File: config.mk
export PLATFORM = sky130hd
export DESIGN_NAME = restore_req_ctrl
export DESIGN_NICKNAME = d
export VERILOG_FILES = /design/src/rtl/restore_pkg.sv /design/src/rtl/restore_req_reg.sv /design/src/rtl/restore_ptr_check.sv /design/src/rtl/restore_seq.sv /design/src/rtl/restore_req_ctrl.sv
export SDC_FILE = /design/constraint.sdc
export NUM_CORES = 1
export LEC_CHECK = 0
export BUFFER_PORTS_ARGS = -buffer_cell sky130_fd_sc_hd__buf_2
export CAP_MARGIN = 5
export CORE_ASPECT_RATIO = 1.25
export CORE_MARGIN = 2
export CORE_UTILIZATION = 46
export CTS_BUF_LIST = sky130_fd_sc_hd__clkbuf_4 sky130_fd_sc_hd__clkbuf_8
export DETAILED_ROUTE_END_ITERATION = 8
export PLACE_DENSITY = 0.91
export SYNTH_ARGS = -nofsm -noshare
export SYNTH_HDL_FRONTEND = slang
export SYNTH_SLANG_ARGS = --single-unit
File: constraint.sdc
create_clock -name clk -period 2.8 [get_ports clk]
set_input_delay 0.28 -clock clk [delete_from_list [all_inputs] [get_ports clk]]
set_output_delay 0.28 -clock clk [all_outputs]
set_load 0.005 [all_outputs]
File: src/rtl/restore_pkg.sv
package restore_pkg;
  localparam int KEY_W   = 8;
  localparam int OFF_W   = 24;
  localparam int WORD_W  = 32;
  localparam int STEP_N  = 6;
  localparam int SIG_LEN = 4;
  localparam int STEP_W  = $clog2(STEP_N);
  localparam int IDX_W   = $clog2(SIG_LEN);

  localparam logic [KEY_W-1:0]  WR_KEY      = 8'hCA;
  localparam logic [OFF_W-1:0]  OFF_OK      = 24'h000000;
  localparam logic [OFF_W-1:0]  OFF_BAD     = 24'hFFFFFF;
  localparam logic [WORD_W-1:0] SRAM_BASE   = 32'h2000_0000;
  localparam logic [WORD_W-1:0] PTR_FLOOR   = 32'h2000_4000;
  localparam logic [WORD_W-1:0] PTR_CEIL    = 32'h2003_FFF0;
  localparam int                STEP_PROT   = 2;
  localparam int                STEP_BOOT   = 5;

  typedef enum logic [2:0] {
    SQ_IDLE, SQ_RST, SQ_CHK, SQ_FETCH, SQ_CMP, SQ_GO, SQ_WAIT, SQ_FIN
  } seq_state_t;

  // Expected record word for a given fetch index
  function automatic logic [WORD_W-1:0] sig_word(input logic [IDX_W-1:0] idx);
    case (idx)
      2'd0:    return 32'hFEED_0001;
      2'd1:    return 32'h0201_0100;
      2'd2:    return 32'h0D08_0503;
      default: return 32'h5937_2215;
    endcase
  endfunction

  // Data word presented to the configuration steps
  function automatic logic [WORD_W-1:0] step_value(input logic [STEP_W-1:0] k);
    if (k == STEP_W'(STEP_PROT)) return 32'hFFFF_FFFF;
    if (k == STEP_W'(STEP_BOOT)) return 32'hFFFF_FFFE;
    return '0;
  endfunction

  function automatic logic is_marker(input logic [OFF_W-1:0] off);
    return (off == OFF_OK) || (off == OFF_BAD);
  endfunction

  // Alignment and range test on the full system address
  function automatic logic ptr_ok(input logic [OFF_W-1:0] off);
    logic [WORD_W-1:0] addr;
    addr = SRAM_BASE + {{(WORD_W-OFF_W){1'b0}}, off};
    return (off[1:0] == 2'b00) && (addr >= PTR_FLOOR) && (addr <= PTR_CEIL);
  endfunction
endpackage

File: src/rtl/restore_req_reg.sv
module restore_req_reg
  import restore_pkg::*;
(
  input  logic              clk,
  input  logic              rst_n,
  input  logic              wr_en,
  input  logic [WORD_W-1:0] wr_data,
  input  logic              busy,
  input  logic              post_ok,
  input  logic              post_fail,
  output logic              accept,
  output logic [OFF_W-1:0]  offset
);
  logic key_hit;

  assign key_hit = (wr_data[WORD_W-1 -: KEY_W] == WR_KEY);
  assign accept  = wr_en && key_hit && !busy;

  always_ff @(posedge clk or negedge rst_n) begin
    if (!rst_n)         offset <= OFF_OK;
    else if (accept)    offset <= wr_data[OFF_W-1:0];
    else if (post_fail) offset <= OFF_BAD;
    else if (post_ok)   offset <= OFF_OK;
  end
endmodule

File: src/rtl/restore_ptr_check.sv
module restore_ptr_check
  import restore_pkg::*;
#(
  parameter int MEM_AW = 16
) (
  input  logic [OFF_W-1:0]  offset,
  output logic              marker,
  output logic              valid,
  output logic [MEM_AW-1:0] word_base
);
  localparam int HI_BIT = MEM_AW + 1;

  assign marker    = is_marker(offset);
  assign valid     = ptr_ok(offset);
  assign word_base = offset[HI_BIT:2];
endmodule

File: src/rtl/restore_seq.sv
module restore_seq
  import restore_pkg::*;
#(
  parameter int MEM_AW = 16
) (
  input  logic              clk,
  input  logic              rst_n,
  input  logic              accept,
  input  logic              marker,
  input  logic              valid,
  input  logic [MEM_AW-1:0] word_base,
  input  logic [WORD_W-1:0] mem_rd_data,
  input  logic [STEP_N-1:0] step_done,
  output logic              busy,
  output logic              post_ok,
  output logic              post_fail,
  output logic              mem_rd_en,
  output logic [MEM_AW-1:0] mem_rd_addr,
  output logic [STEP_N-1:0] step_start,
  output logic [WORD_W-1:0] cfg_wdata,
  output logic              sys_reset
);
  seq_state_t        state, state_nx;
  logic [IDX_W-1:0]  idx, idx_nx;
  logic [STEP_W-1:0] step, step_nx;
  logic              word_bad;
  logic              this_done;
  logic              last_step;

  assign word_bad  = (mem_rd_data != sig_word(idx));
  assign this_done = step_done[step];
  assign last_step = (step == STEP_W'(STEP_N - 1));

  always_comb begin
    state_nx  = state;
    idx_nx    = idx;
    step_nx   = step;
    post_ok   = 1'b0;
    post_fail = 1'b0;
    case (state)
      SQ_IDLE:  if (accept) state_nx = SQ_RST;
      SQ_RST:   state_nx = SQ_CHK;
      SQ_CHK: begin
        if (marker) state_nx = SQ_IDLE;
        else if (!valid) begin
          post_fail = 1'b1;
          state_nx  = SQ_IDLE;
        end else begin
          idx_nx   = '0;
          state_nx = SQ_FETCH;
        end
      end
      SQ_FETCH: state_nx = SQ_CMP;
      SQ_CMP: begin
        if (word_bad) begin
          post_fail = 1'b1;
          state_nx  = SQ_IDLE;
        end else if (idx == IDX_W'(SIG_LEN - 1)) begin
          step_nx  = '0;
          state_nx = SQ_GO;
        end else begin
          idx_nx   = idx + 1'b1;
          state_nx = SQ_FETCH;
        end
      end
      SQ_GO:    state_nx = SQ_WAIT;
      SQ_WAIT: begin
        if (this_done) begin
          if (last_step) state_nx = SQ_FIN;
          else begin
            step_nx  = step + 1'b1;
            state_nx = SQ_GO;
          end
        end
      end
      SQ_FIN: begin
        post_ok  = 1'b1;
        state_nx = SQ_IDLE;
      end
      default:  state_nx = SQ_IDLE;
    endcase
  end

  always_ff @(posedge clk or negedge rst_n) begin
    if (!rst_n) begin
      state <= SQ_IDLE;
      idx   <= '0;
      step  <= '0;
    end else begin
      state <= state_nx;
      idx   <= idx_nx;
      step  <= step_nx;
    end
  end

  assign busy        = (state != SQ_IDLE);
  assign sys_reset   = (state == SQ_RST) || (state == SQ_FIN);
  assign mem_rd_en   = (state == SQ_FETCH);
  assign mem_rd_addr = word_base + {{(MEM_AW-IDX_W){1'b0}}, idx};
  assign cfg_wdata   = ((state == SQ_GO) || (state == SQ_WAIT)) ? step_value(step) : '0;

  for (genvar g = 0; g < STEP_N; g++) begin : g_start
    assign step_start[g] = (state == SQ_GO) && (step == STEP_W'(g));
  end
endmodule

File: src/rtl/restore_req_ctrl.sv
module restore_req_ctrl
  import restore_pkg::*;
#(
  parameter int MEM_AW = 16
) (
  input  logic              clk,
  input  logic              rst_n,
  input  logic              reg_wr_en,
  input  logic [31:0]       reg_wr_data,
  output logic [31:0]       reg_rd_data,
  output logic              mem_rd_en,
  output logic [MEM_AW-1:0] mem_rd_addr,
  input  logic [31:0]       mem_rd_data,
  output logic [5:0]        step_start,
  input  logic [5:0]        step_done,
  output logic [31:0]       cfg_wdata,
  output logic              sys_reset
);
  localparam int PAD_W = WORD_W - OFF_W - 1;

  logic              accept_evt;
  logic              ok_evt;
  logic              fail_evt;
  logic              busy;
  logic              ptr_marker;
  logic              ptr_valid;
  logic [OFF_W-1:0]  offset_q;
  logic [MEM_AW-1:0] word_base;

  restore_req_reg u_reg (
    .clk       (clk),
    .rst_n     (rst_n),
    .wr_en     (reg_wr_en),
    .wr_data   (reg_wr_data),
    .busy      (busy),
    .post_ok   (ok_evt),
    .post_fail (fail_evt),
    .accept    (accept_evt),
    .offset    (offset_q)
  );

  restore_ptr_check #(.MEM_AW(MEM_AW)) u_ptr (
    .offset    (offset_q),
    .marker    (ptr_marker),
    .valid     (ptr_valid),
    .word_base (word_base)
  );

  restore_seq #(.MEM_AW(MEM_AW)) u_seq (
    .clk         (clk),
    .rst_n       (rst_n),
    .accept      (accept_evt),
    .marker      (ptr_marker),
    .valid       (ptr_valid),
    .word_base   (word_base),
    .mem_rd_data (mem_rd_data),
    .step_done   (step_done),
    .busy        (busy),
    .post_ok     (ok_evt),
    .post_fail   (fail_evt),
    .mem_rd_en   (mem_rd_en),
    .mem_rd_addr (mem_rd_addr),
    .step_start  (step_start),
    .cfg_wdata   (cfg_wdata),
    .sys_reset   (sys_reset)
  );

  assign reg_rd_data = {{PAD_W{1'b0}}, busy, offset_q};
endmodule

==> run summary <==
The flow ran to the end, and the final reports show no timing, DRC or antenna violations. The run gives 0.514 as the normalized max-slew margin. Type of the setup path with the least slack: reg2reg. Mean area per synthesized cell: 8.63 sq um. Across the whole layout, storage elements account for 801 sq um. Setup violations remaining at the end of the flow were counted as 0. The sequential share of the synthesized area came out at 0.279.

The largest net degree at the start of global routing came out at 49. STA puts the critical path data arrival time at 2.81 ns. The first routing iteration left 107 violations. During synthesis, Yosys emitted a total of 0 warnings. The hold slack is 0.0532 ns, and the combinational share of power is 0.693. For this block, the via count after detailed routing is 2909. The flop and latch count out of synthesis was 32; the number of max-slew violations in the final report was 0. The area growth from synthesis to layout is 25.5%.

Sort of element at the end of the critical path: a register. After detailed routing, the number of vias per cell comes to 5.41. For this run, the post-layout net count is 540. The number of unique standard cell types used by synthesis was 54; the area taken by multi-input logic gates was 1610 sq um. The net switching power of the design came out at 2.20 mW. For this run, the leading register cell type out of synthesis is dfrtp_1. Clock-pin slew was measured on the worst setup and hold paths at 0.07 ns. The die covers 6900 sq um. The final worst-path cycle share came out at 0.940.

The maximum vdd drop is 0.00101 V, and the placeable core region is 6130 sq um. In this run the register-to-register setup slack is 0.17 ns. Measured along the y axis, the die boundary spans 92.4 um. The data required time of the worst path was 2.97 ns; the actual transition at the worst max-transition pin was 0.730 ns. In this run, synthesis inferred 0 flip-flops with an integrated enable. Setup repair after global routing left no endpoint under its margin. The routed wirelength normalized by instance count was 14.1 um; the number of H-tree branching levels was 2. The logs give 0.28 ns for the latest clock arrival within the worst-skew pair and 0.805 for the global placement routability congestion. Number of detailed-routing iterations run before antenna repair: 4.

The endpoint of the lowest-slack register-to-register path is u_seq.idx[1]$_DFFE_PN0P_. For the clock network fraction of total power, the log shows 0.100. The tools report the hold buffer count at cts as 0. The post-detailed-placement half-perimeter wirelength is 5800 um, and the leakage power of the design is 1.97 nW.

Counting the fill cells in the layout gives 544. By count the netlist is led by buf_4 (38), inv_1 (35), nand3_1 (33), dfrtp_1 (32), o2111ai_1 (24). The fraction of layout instances using a drive strength above 1 works out to 0.397.

The total of max-cap violations was 0; the worst-path maximum fanout was 7. Via count of the first global-routing pass: 2576. The antenna cell count was 0.

The cell at the root of the clock tree is clkbuf_8. Effective utilization at floorplan: 0.469. The internal power of the cells is 2.65 mW. buf_4 is the most common cell in the netlist. Summed over all layers, the routed wires come to 7570 um. The ratio of total power to cell area was 1340 nW/um^2.

Buffers inserted during clock tree synthesis total 5. The die is 74.7 um wide. Cell type with the largest total area after synthesis: dfrtp_1. The worst path in the final design needs a cycle of 2.63 ns, including I/O delays and setup. The share of the synthesized area in the top cell type works out to 0.279.

In the synthesized netlist, the number of instances is 333. The length in cells of the worst reg-to-reg path came out at 8. The clock passes through at most 2 buffers. Quantity of I/O buffers inserted on ports: 153. The tools report the number of antenna violations at the first check in global routing as 0.

TritonCTS built the clock tree. After routing, the total negative slack on setup checks comes to 0 ns. The logs give 0.212 for the global router's overall resource usage and 32 for the number of sinks on the clock net.

The run gives 0 as the number of antenna-violating nets in the routed design. The worst hold path belongs to the class in2async. The logs give 11600 um for the wire length of the first global-routing pass and 32 for the number of placement rows.

The proportion of register bits with asynchronous set or reset after synthesis is 1.00, and the power share of the sequential group is 0.206. The switching power share of the total came out at 0.453. After synthesis the cells add up to 2880 sq um. In the post-synthesis netlist, the biggest area contributors are dfrtp_1 (28%), buf_4 (9.9%), o2111ai_1 (7.3%). For the number of design rule violations left after detail routing, the log shows 0.

The run gives 0 as the number of hold violations in the final report. The maximum clock frequency is 380 MHz. The worst setup path is launched from a register. In this run the count of I/O pins placed on the die edge is 161. The total overflow left after global routing is 0.

The setup clock skew after layout is 0.00901 ns. The reg-to-reg critical path startpoint is u_seq.idx[0]$_DFFE_PN0P_.
==> cell usage in the layout, fill, tap and decap left out, types with 5 or more instances in the layout <==
cell / synthesis / routed
buf_2: 0 / 153
nand2_1: 18 / 18
and4_1: 5 / 5
buf_4: 38 / 6
inv_1: 35 / 35
nand4_1: 8 / 8
nand3_1: 33 / 33
conb_1: 1 / 7
nor4_1: 8 / 7
xor2_1: 6 / 6
ha_1: 14 / 14
mux2i_1: 6 / 6
clkbuf_8: 0 / 7
and3_1: 8 / 8
o2111ai_1: 24 / 24
nor2_1: 11 / 10
dfrtp_1: 32 / 32
xnor2_1: 12 / 12
==> sequential cells by signal, summed over array words and instances (netlist names) <==
register and cells:
u_reg.offset 24, u_seq.state 3, u_seq.step 3, u_seq.idx 2
==> metal layers <==
metal	up-vias	global-route usage	share of wire
li1	1388	-	-
met2	155	0.366	0.52
met1	1351	0.258	0.38
met4	0	0.0789	0.021
met5	-	0	0
met3	15	0.0337	0.078
==> area by class of cell <==
class	instances	share of cell area
Clock inverter	1	0.00832
Timing Repair Buffer	160	0.230
Multi-Input combinational cell	218	0.447
Clock buffer	7	0.0267
Sequential cell	32	0.222
Inverter	35	0.0364
Tap cell	85	0.0295
==> cells by family (layout without fill, tap and decap cells) <==
logic type                 after synthesis  in the layout  share of synthesized area
and+or+nand+nor                        123            123                      0.247
AOI/OAI and AO/OA                       46             46                      0.141
xor gates and xnor gates                18             18                     0.0548
muxes                                    9              9                     0.0379
DFF                                     32             32                      0.279
buffers and inverters                   89            203                      0.171
adders and majority gates               15             15                     0.0679
other                                    1              7                    0.00130
==> worst max-delay path: stages, from the launching register on <==
cell       delay (ns)
dfrtp_1          0.47
inv_1            0.13
ha_1             0.25
or3_1            0.38
a2111oi_1        0.41
o2111ai_2        0.14
buf_4            0.19
nor4_4           0.22
mux2_4           0.33
==> metrics by stage <==
stage                     power, mW  utilization  instance area, sq um  instances  worst slack (ns)
after global routing           5.24        0.589                  3610        538            0.0299
after CTS                      4.85        0.587                  3590        537           0.00647
after global placement         4.21        0.566                  3470        529             0.120
after detailed placement       4.35        0.566                  3470        529            0.0204
final                          4.84        0.589                  3610        538             0.168
after floorplan                2.99            -                  2900        339             0.353
==> timing repair <==
item	4_1_cts	5_1_grt
setup endpoints to repair	0	4
resized for setup	0	1
buffers inserted	0	1
==> how the worst max path moves through the flow <==
stage | startpoint | to | cells after the start
final | u_seq.idx[0]$_DFFE_PN0P_ | u_seq.idx[1]$_DFFE_PN0P_ | 8
after global routing | u_seq.idx[1]$_DFFE_PN0P_ | u_seq.idx[1]$_DFFE_PN0P_ | 8
after CTS | u_seq.idx[0]$_DFFE_PN0P_ | u_seq.step[1]$_DFFE_PN0P_ | 7
after detailed placement | u_seq.idx[0]$_DFFE_PN0P_ | u_seq.step[1]$_DFFE_PN0P_ | 7
after global placement | u_seq.idx[0]$_DFFE_PN0P_ | u_seq.step[1]$_DFFE_PN0P_ | 7
after floorplan | u_seq.idx[0]$_DFFE_PN0P_ | u_seq.idx[1]$_DFFE_PN0P_ | 7
==> power by group through the flow <==
stage | combinational (mW) | clock, mW | sequential [mW]
after detailed placement | 3.35 | 0 | 0.992
final | 3.36 | 0.487 | 0.999
after CTS | 3.37 | 0.491 | 0.989
after global routing | 3.69 | 0.515 | 1.03
after floorplan | 2.09 | 0 | 0.900
after global placement | 3.24 | 0 | 0.975
No activity file was read; power rests on OpenSTA's default activity.
